--- config.mk ---
export PLATFORM = sky130hd
export DESIGN_NAME = hsv_spare_voter
export DESIGN_NICKNAME = d
export VERILOG_FILES = /design/src/rtl/hsv_pkg.sv /design/src/rtl/hsv_vote_core.sv /design/src/rtl/hsv_miss_track.sv /design/src/rtl/hsv_spare_ctrl.sv /design/src/rtl/hsv_spare_voter.sv
export SDC_FILE = /design/constraint.sdc
export NUM_CORES = 1
export LEC_CHECK = 0
export ABC_AREA = 1
export CAP_MARGIN = 0
export CORE_MARGIN = 4
export CORE_UTILIZATION = 57
export DETAILED_ROUTE_END_ITERATION = 10
export GPL_TIMING_DRIVEN = 1
export PLACE_DENSITY = 0.91
export RECOVER_POWER = 50
export SLEW_MARGIN = 5
export SYNTH_ARGS = -nofsm -noshare
export SYNTH_HDL_FRONTEND = slang
export SYNTH_SLANG_ARGS = --single-unit
--- constraint.sdc ---
create_clock -name clk -period 6.05 [get_ports clk]
set_input_delay 1.21 -clock clk [delete_from_list [all_inputs] [get_ports clk]]
set_output_delay 1.21 -clock clk [all_outputs]
set_load 0.01 [all_outputs]
--- src/rtl/hsv_pkg.sv ---
`timescale 1ns/1ps
package hsv_pkg;
  localparam int MAX_LINES = 16;
  typedef logic [MAX_LINES-1:0] line_vec_t;
  typedef logic [4:0]           tally_t;

  // number of set bits in a widened line vector
  function automatic tally_t tally(input line_vec_t v);
    tally_t t;
    t = '0;
    for (int i = 0; i < MAX_LINES; i++) t = t + tally_t'(v[i]);
    return t;
  endfunction

  // position of the single set bit (0 when none)
  function automatic int onehot_idx(input line_vec_t v);
    int r;
    r = 0;
    for (int i = 0; i < MAX_LINES; i++) if (v[i]) r = i;
    return r;
  endfunction
endpackage

--- src/rtl/hsv_vote_core.sv ---
`timescale 1ns/1ps
module hsv_vote_core import hsv_pkg::*; #(
  parameter int N_LINES = 4
) (
  input  logic               clk,
  input  logic               rst_n,
  input  logic [N_LINES-1:0] lines,
  input  logic [N_LINES-1:0] vmask,
  output logic               vote,
  output logic [N_LINES-1:0] dissent,
  output logic               full_set,
  output logic               pair_set,
  output logic               weak_agree
);
  line_vec_t          vm_x, on_x, dis_x;
  tally_t             members, ones, agree;
  logic [N_LINES-1:0] lead_bit;
  logic               lead_val;

  assign lead_bit = vmask & (~vmask + 1'b1);
  assign lead_val = |(lead_bit & lines);

  always_comb begin
    vm_x = '0;
    on_x = '0;
    vm_x[N_LINES-1:0] = vmask;
    on_x[N_LINES-1:0] = vmask & lines;
    members = tally(vm_x);
    ones    = tally(on_x);
    vote    = (members == 5'd3) ? (ones >= 5'd2) : lead_val;
  end

  assign dissent = vmask & (lines ^ {N_LINES{vote}});

  always_comb begin
    dis_x = '0;
    dis_x[N_LINES-1:0] = dissent;
    agree = members - tally(dis_x);
  end

  assign full_set   = (members == 5'd3);
  assign pair_set   = (members == 5'd2);
  assign weak_agree = (agree < 5'd2);

  AST_SINGLE_DISSENT: assert property (@(posedge clk) disable iff (!rst_n)
    full_set |-> $countones(dissent) <= 1);
endmodule

--- src/rtl/hsv_miss_track.sv ---
`timescale 1ns/1ps
module hsv_miss_track #(
  parameter int N_LINES = 4,
  parameter int TH_W    = 4
) (
  input  logic               clk,
  input  logic               rst_n,
  input  logic               sample_vld,
  input  logic               full_set,
  input  logic [N_LINES-1:0] dissent,
  input  logic [TH_W-1:0]    thresh,
  output logic [N_LINES-1:0] retire
);
  logic [TH_W-1:0] eff_thresh;
  assign eff_thresh = (thresh == '0) ? TH_W'(1) : thresh;

  for (genvar gi = 0; gi < N_LINES; gi++) begin : g_line
    logic [TH_W-1:0] run_cnt;
    logic [TH_W:0]   run_nxt;
    logic            miss;

    assign miss        = sample_vld & full_set & dissent[gi];
    assign run_nxt     = {1'b0, run_cnt} + 1'b1;
    assign retire[gi]  = miss & (run_nxt >= {1'b0, eff_thresh});

    always_ff @(posedge clk) begin
      if (!rst_n)          run_cnt <= '0;
      else if (sample_vld) run_cnt <= (miss && !retire[gi]) ? run_nxt[TH_W-1:0] : '0;
    end

    AST_RUN_BELOW_LIMIT: assert property (@(posedge clk) disable iff (!rst_n)
      run_cnt < eff_thresh || $changed(thresh) || $past(thresh) != thresh);
  end

  AST_RETIRE_ONEHOT: assert property (@(posedge clk) disable iff (!rst_n)
    $onehot0(retire));
endmodule

--- src/rtl/hsv_spare_ctrl.sv ---
`timescale 1ns/1ps
module hsv_spare_ctrl import hsv_pkg::*; #(
  parameter int N_LINES = 4,
  localparam int IDX_W  = $clog2(N_LINES)
) (
  input  logic               clk,
  input  logic               rst_n,
  input  logic               sample_vld,
  input  logic [N_LINES-1:0] retire,
  input  logic               load_ack,
  input  logic               pair_mismatch,
  output logic [N_LINES-1:0] active,
  output logic [N_LINES-1:0] failed,
  output logic [N_LINES-1:0] loading,
  output logic               load_req,
  output logic [IDX_W-1:0]   load_idx,
  output logic               duplex,
  output logic               unrecov
);
  localparam logic [N_LINES-1:0] INIT_ACT = N_LINES'(3'b111);

  logic [N_LINES-1:0] spare, pick;
  line_vec_t          act_x, load_x;

  assign spare = ~active & ~failed;
  assign pick  = spare & (~spare + 1'b1);

  always_comb begin
    act_x  = '0;
    load_x = '0;
    act_x[N_LINES-1:0]  = active;
    load_x[N_LINES-1:0] = loading;
  end

  assign duplex   = (tally(act_x) == 5'd2);
  assign load_req = |loading;
  assign load_idx = IDX_W'(onehot_idx(load_x));

  always_ff @(posedge clk) begin
    if (!rst_n) begin
      active  <= INIT_ACT;
      failed  <= '0;
      loading <= '0;
      unrecov <= 1'b0;
    end else begin
      if (retire != '0) begin
        failed  <= failed | retire;
        active  <= (active & ~retire) | pick;
        loading <= pick;
      end else if (load_ack) begin
        loading <= '0;
      end
      if (sample_vld && duplex && pair_mismatch) unrecov <= 1'b1;
    end
  end

  AST_FAILED_DISJOINT: assert property (@(posedge clk) disable iff (!rst_n)
    (failed & active) == '0);
  AST_ACTIVE_SIZE: assert property (@(posedge clk) disable iff (!rst_n)
    $countones(active) == 2 || $countones(active) == 3);
  AST_FAILED_STICKY: assert property (@(posedge clk) disable iff (!rst_n)
    ((failed & $past(failed)) == $past(failed)));
  AST_LOAD_HOLD: assert property (@(posedge clk) disable iff (!rst_n)
    (load_req && !load_ack) |=> (load_req && $stable(load_idx)));
  AST_UNRECOV_STICKY: assert property (@(posedge clk) disable iff (!rst_n)
    unrecov |=> unrecov);
endmodule

--- src/rtl/hsv_spare_voter.sv ---
`timescale 1ns/1ps
module hsv_spare_voter #(
  parameter int N_LINES = 4,
  parameter int TH_W    = 4,
  localparam int IDX_W  = $clog2(N_LINES)
) (
  input  logic               clk,
  input  logic               rst_n,
  input  logic               sample_vld,
  input  logic [N_LINES-1:0] lines_in,
  input  logic [TH_W-1:0]    fail_thresh,
  input  logic               load_ack,
  output logic               vote_out,
  output logic               vote_vld,
  output logic               alarm,
  output logic [N_LINES-1:0] active_mask,
  output logic [N_LINES-1:0] failed_mask,
  output logic               load_req,
  output logic [IDX_W-1:0]   load_idx,
  output logic               duplex_mode,
  output logic               unrecov_err
);
  logic [N_LINES-1:0] vmask, dissent, retire, loading;
  logic               vote, full_set, pair_set, weak_agree, pair_mismatch;

  assign vmask         = active_mask & ~loading;
  assign pair_mismatch = pair_set & (dissent != '0);

  hsv_vote_core #(.N_LINES(N_LINES)) u_core (
    .clk(clk), .rst_n(rst_n), .lines(lines_in), .vmask(vmask),
    .vote(vote), .dissent(dissent), .full_set(full_set),
    .pair_set(pair_set), .weak_agree(weak_agree)
  );

  hsv_miss_track #(.N_LINES(N_LINES), .TH_W(TH_W)) u_track (
    .clk(clk), .rst_n(rst_n), .sample_vld(sample_vld), .full_set(full_set),
    .dissent(dissent), .thresh(fail_thresh), .retire(retire)
  );

  hsv_spare_ctrl #(.N_LINES(N_LINES)) u_spare (
    .clk(clk), .rst_n(rst_n), .sample_vld(sample_vld), .retire(retire),
    .load_ack(load_ack), .pair_mismatch(pair_mismatch),
    .active(active_mask), .failed(failed_mask), .loading(loading),
    .load_req(load_req), .load_idx(load_idx), .duplex(duplex_mode),
    .unrecov(unrecov_err)
  );

  always_ff @(posedge clk) begin
    if (!rst_n) begin
      vote_out <= 1'b0;
      vote_vld <= 1'b0;
      alarm    <= 1'b0;
    end else begin
      vote_vld <= sample_vld;
      if (sample_vld) begin
        vote_out <= vote;
        alarm    <= weak_agree;
      end
    end
  end

  AST_VLD_FOLLOWS_SAMPLE: assert property (@(posedge clk) disable iff (!rst_n)
    vote_vld |-> $past(sample_vld));
  AST_IDLE_HOLDS: assert property (@(posedge clk) disable iff (!rst_n)
    !sample_vld |=> ($stable(vote_out) && $stable(alarm)));
  AST_LOADING_NOT_VOTING: assert property (@(posedge clk) disable iff (!rst_n)
    (loading & ~active_mask) == '0);
endmodule

Yosys cells after proc, flatten, opt, wreduce, memory -nomap -nowiden
Index checks and enable logic that the tools add are counted.
{"block": "op_classes", "addsub": 19, "n_lt_le_gt_ge": 6, "eq_ne": 3, "mux": 11, "n_bitwise": 27, "n_reduce_logical": 16}
{"cell": "$add 5x1->5", "count": 8}
{"cell": "$and 4x4->4", "count": 8}
{"cell": "$mux 4", "count": 7}
{"cell": "$not 4->4", "count": 6}
{"cell": "$add 4x1->5 const B", "count": 4}
{"cell": "$ge 5x4->1", "count": 4}
{"cell": "$eq 5x2->1 const B", "count": 3}
{"cell": "$and 1x1->1", "count": 10}
{"cell": "$add 1x1->2", "count": 4}
{"cell": "$add 4x1->4 const B", "count": 2}
{"cell": "$or 4x4->4", "count": 2}
{"cell": "$reduce_bool 4->1", "count": 2}
{"cell": "$reduce_or 4->1", "count": 2}
{"cell": "$logic_and 1x1->1", "count": 6}
{"cell": "$ge 5x2->1 const B", "count": 1}
{"cell": "$lt 5x2->1 const B", "count": 1}
{"cell": "$sub 5x5->5", "count": 1}
{"cell": "$logic_not 1->1", "count": 4}
{"cell": "$logic_not 4->1", "count": 1}
{"cell": "$mux 2", "count": 2}
{"cell": "$xor 4x4->4", "count": 1}
{"cell": "$mux 1", "count": 2}
{"cell": "$reduce_bool 2->1", "count": 1}
{"block": "word_totals", "regBits": 32, "inputBits": 12, "output_inout_bits": 16}

Depth between registers and ports, before layout
{"block": "depth", "word_depth": 15, "depth_mapped": 25}

Cells and area by module
Synthesis repeated with hierarchy kept, for this count alone.
{"block": "unflattened", "hier_cells": 350, "area_unflattened_um2": 2506.2}
{"mod": "hsv_miss_track", "instances": 1, "cells_each": 180, "area_per_inst_um2": 1258.7}
{"mod": "hsv_spare_ctrl", "instances": 1, "cells_each": 71, "area_per_inst_um2": 590.6}
{"mod": "hsv_vote_core", "instances": 1, "cells_each": 75, "area_per_inst_um2": 514.2}
{"mod": "hsv_spare_voter", "instances": 1, "cells_each": 24, "area_per_inst_um2": 142.6}

Worst setup path before layout
No wires, ideal clock.
{"block": "synth_timing", "path_kind": "input-to-reg", "from": "in lines_in[0]", "to": "reg alarm", "arrival_time_ns": 4.597, "path_slack_ns": 1.335, "cell_stages": 19, "n_path_buf": 0, "path_cell_list": "inv_1 -> nor2_1 -> ha_1 -> ha_1 -> nand3_1 -> nand3_4 -> nand2_2 -> nand2_1 -> a21oi_1 -> ha_1 -> inv_1 -> fa_1 -> ha_1 -> a21oi_1 -> fa_1 -> fa_1 -> nand2_1 -> nor3_1 -> a32o_1"}
{"block": "synth_between", "elab_chain_len": 13}
{"item": "start: declaration", "line": "hsv_spare_voter.sv:10", "text": "input logic [N_LINES-1:0] lines_in,"}
{"item": "$and 4x4->4", "line": "hsv_vote_core.sv:27", "text": "on_x[N_LINES-1:0] = vmask & lines;"}
{"item": "$add 1x1->2", "line": "hsv_pkg.sv:11", "text": "for (int i = 0; i < MAX_LINES; i++) t = t + tally_t'(v[i]);"}
{"item": "$add 5x1->5 (2 in a row)", "line": "hsv_pkg.sv:11"}
{"item": "$ge 5x2->1", "line": "hsv_vote_core.sv:30", "text": "vote = (members == 5'd3) ? (ones >= 5'd2) : lead_val;"}
{"item": "$mux 1", "line": "hsv_vote_core.sv:30"}
{"item": "$xor 4x4->4 (*)", "line": "hsv_vote_core.sv:33", "text": "assign dissent = vmask & (lines ^ {N_LINES{vote}});"}
{"item": "$and 4x4->4 (*)", "line": "hsv_vote_core.sv:33"}
{"item": "$add 1x1->2", "line": "hsv_pkg.sv:11"}
{"item": "$add 5x1->5", "line": "hsv_pkg.sv:11"}
{"item": "$add 5x1->5 (*)", "line": "hsv_pkg.sv:11"}
{"item": "$sub 5x5->5 (*)", "line": "hsv_vote_core.sv:38", "text": "agree = members - tally(dis_x);"}
{"item": "$lt 5x2->1 (*)", "line": "hsv_vote_core.sv:43", "text": "assign weak_agree = (agree < 5'd2);"}
{"item": "end signal: assignment", "line": "hsv_spare_voter.sv:57", "text": "alarm <= weak_agree;"}
{"item": "end: declaration", "line": "hsv_spare_voter.sv:15", "text": "output logic alarm,"}
Mark *: on every way between the ends. The rest lies on a longest branch, timed or not.
A chain may end at the register's enable or synchronous reset.

Final worst setup path
Same ends and word-level chain as after synthesis.

==> results.md <==
* Number of diodes at 0
* Count of hold-fix buffers inserted at cts at 0
* DR iter-0 viols at 129
* Vias per Instance at 5.50
* Setup-failing EPs final at 0
* DP Cell Count at 392
* Drt pass-1 iters at 5
* Critical path endpoint category: flip-flop
* Horiz. Die Dim at 73.9 um
* I/O Pins at 28
* Final-report hold violation count at 0
* R2r setup slk at 890 ps
* Outcome: finished clean
* DP Area at 2800 um2
* Port bufs at 27
* Vias in the first global route at 2215
* Total track usage at 0.229
* RSZ-0062 raised after global routing: false
* Max-Cap Viols at 0
* VDD IR max at 261 uV
* Number of core rows at 23
* Fin. max-slew vios at 0
* Number of synthesized flops with an enable pin at 0
* FFs w/ async S/R, synth at 0
* Final Wtd Congestion at 0.904
* Reg clk slew, reported paths at 70 ps
* Bufs on Longest Clock Path at 2
* Min Hold Slack at 445 ps
* Avg Cell Area, Syn at 7.77 um2
* Largest net degree at the start of global routing at 26
* Commonest cells after routing, fill and taps aside: inv_1 (59), nand2_1 (46), ha_1 (35)
* Syn Nets at 371
* Worst setup path category: in2reg
* Dpl ws at 557 ps
* P per Cell Area at 606 nW/um2
* Crit-path max FO at 7
* Crit start category: primary input
* CTS tree: yes
* Period utilization at 0.903
* Minimum clock period at 5460 ps
* Final wirelength at 5670 um
* Register bit total from synthesis at 32
* Clock sink count at 32
* Ys flop type: dfxtp_1
* Final setup margin at 586 ps
* DR WL/cell at 14.2 um
* Fin nets at 401
* Die Y at 73.9 um
* Die area at 5460 um2
* Latest clock arrival within the worst-skew pair at 290 ps
* Layout Cells excl Fill at 400
* DRC Markers at 0
* Fmax at 183 MHz
* Largest stage delay on the critical path at 550 ps
* Via Count at 2199
* Post-DP HPWL at 4240 um
* Syn. warnings at 0
* CTS Buf Count at 5
* CP cell instances: dlygate4sd3_1, inv_1, nor2_1, ha_1, ha_1, nand3_1, nand3_1, nand3_1, nand2_1, nor2_1, ha_1, inv_1, fa_1, ha_1, a21oi_1, fa_1, fa_1, nand2_1, nor3_1, a32o_1
* Hold crit path type: reg2reg
* Area Overhead vs Synth at 16.5%
* Leakage at 1.37 nW
* Sequential area share after synthesis at 0.259
* Required time of the worst setup path at 6290 ps
* First-pass GRT wire length at 9720 um
* H-tree levels at 2
* Netlist cell types at 35
* Post-CTS setup buffer count at 0
* Clk root buf: clkbuf_8
* Mapped Area at 2480 um2
* WP data arrival at 5700 ps
* Post-CTS Resized at 0
* Setup TNS at 0 ps
* Post-DRT Antenna Nets at 0
* Slowest CP cell: dlygate4sd3_1
* Total power at 1.75 mW
* Design Area, Final at 2890 um2
* Synthesized instance count at 319
* Initial Util at 0.602
* Layout cell share with drive strength beyond 1 at 0.117
* Max Clock Skew at 4.94 ps
* Worst-Margin Slew at 496 ps
* Commonest non-fill, non-tap cell in the layout: inv_1
* Grt ovf at 0
* Fin util at 0.701
* Slew HR at 0.667
* Crit-path most repeated cell: ha_1
* Initial antenna violation count at 0
* Core Box Area at 4120 um2
==> cell families (layout without fill, tap and decap cells) <==
family                     count (synthesis)  after routing  synth area share
and+or+nand+nor                          111            111             0.243
adders and majority gates                 40             40             0.217
DFF                                       32             32             0.259
AOI/OAI and AO/OA                         59             59             0.148
buffers and inverters                     69            100             0.105
xor gates and xnor gates                   8              8            0.0283
==> worst paths after layout <==
check,startpoint,end,depth (start not counted)
max,lines_in[0],alarm$_SDFFE_PN0P_,20
min,u_spare.unrecov$_SDFFE_PN0P_,u_spare.unrecov$_SDFFE_PN0P_,2
max reg2reg,u_spare.loading[1]$_SDFFE_PN0P_,alarm$_SDFFE_PN0P_,24
min reg2reg,u_spare.unrecov$_SDFFE_PN0P_,u_spare.unrecov$_SDFFE_PN0P_,2
==> flip-flops by register name (all words and copies together) (netlist names) <==
| signal | cells |
|---|---|
| alarm | 1 |
| u_spare.active | 4 |
| u_spare.failed | 4 |
| u_spare.loading | 4 |
| u_spare.unrecov | 1 |
| u_track.g_line.run_cnt | 16 |
| vote_out | 1 |
| vote_vld | 1 |
==> cells in the mapped netlist, drive strengths merged, types with 3 or more instances <==
library cell | count | area share
xor2 | 8 | 0.028
nand2 | 53 | 0.094
clkbuf | 4 | 0.0061
nand4 | 4 | 0.015
a21oi | 29 | 0.068
inv | 65 | 0.098
nor3 | 4 | 0.013
fa | 5 | 0.040
nor2 | 20 | 0.041
o21ai | 17 | 0.039
dfxtp | 32 | 0.26
nand3 | 26 | 0.062
a31o | 3 | 0.011
nand3b | 3 | 0.0091
ha | 35 | 0.18
==> layer usage <==
metal | vias up | global-route usage | part of all wire
met5 | - | 0 | 0
met4 | 0 | 0.107 | 0.026
met3 | 16 | 0.0520 | 0.046
met2 | 61 | 0.385 | 0.49
met1 | 1023 | 0.275 | 0.44
li1 | 1099 | - | -
==> where the power goes <==
part / switching [mW] / internal (mW) / total, mW / leakage, nW
logic: 0.741 / 0.510 / 1.25 / 1.05
clock network: 0.0862 / 0.145 / 0.232 / 0.0645
registers: 0.0285 / 0.239 / 0.267 / 0.259
total: 0.855 / 0.894 / 1.75 / 1.37
==> worst max-delay path, delay by kind of cell <==
family | cells | cell delay [ps]
adders and majority gates | 7 | 2500
AOI/OAI and AO/OA | 2 | 220
buffers and inverters | 3 | 730
and+or+nand+nor | 8 | 1040
==> layout make-up <==
| class | instances | area (um2) |
|---|---|---|
| repair buffers | 27 | 270 |
| multi-input cells | 218 | 1540 |
| inverters | 65 | 244 |
| well taps | 50 | 62.6 |
| clock buffers | 7 | 96.3 |
| flip-flops and latches | 32 | 641 |
| fillers | 322 | 1230 |
| clock inverters | 1 | 30.0 |
No activity file was read; power rests on OpenSTA's default activity.
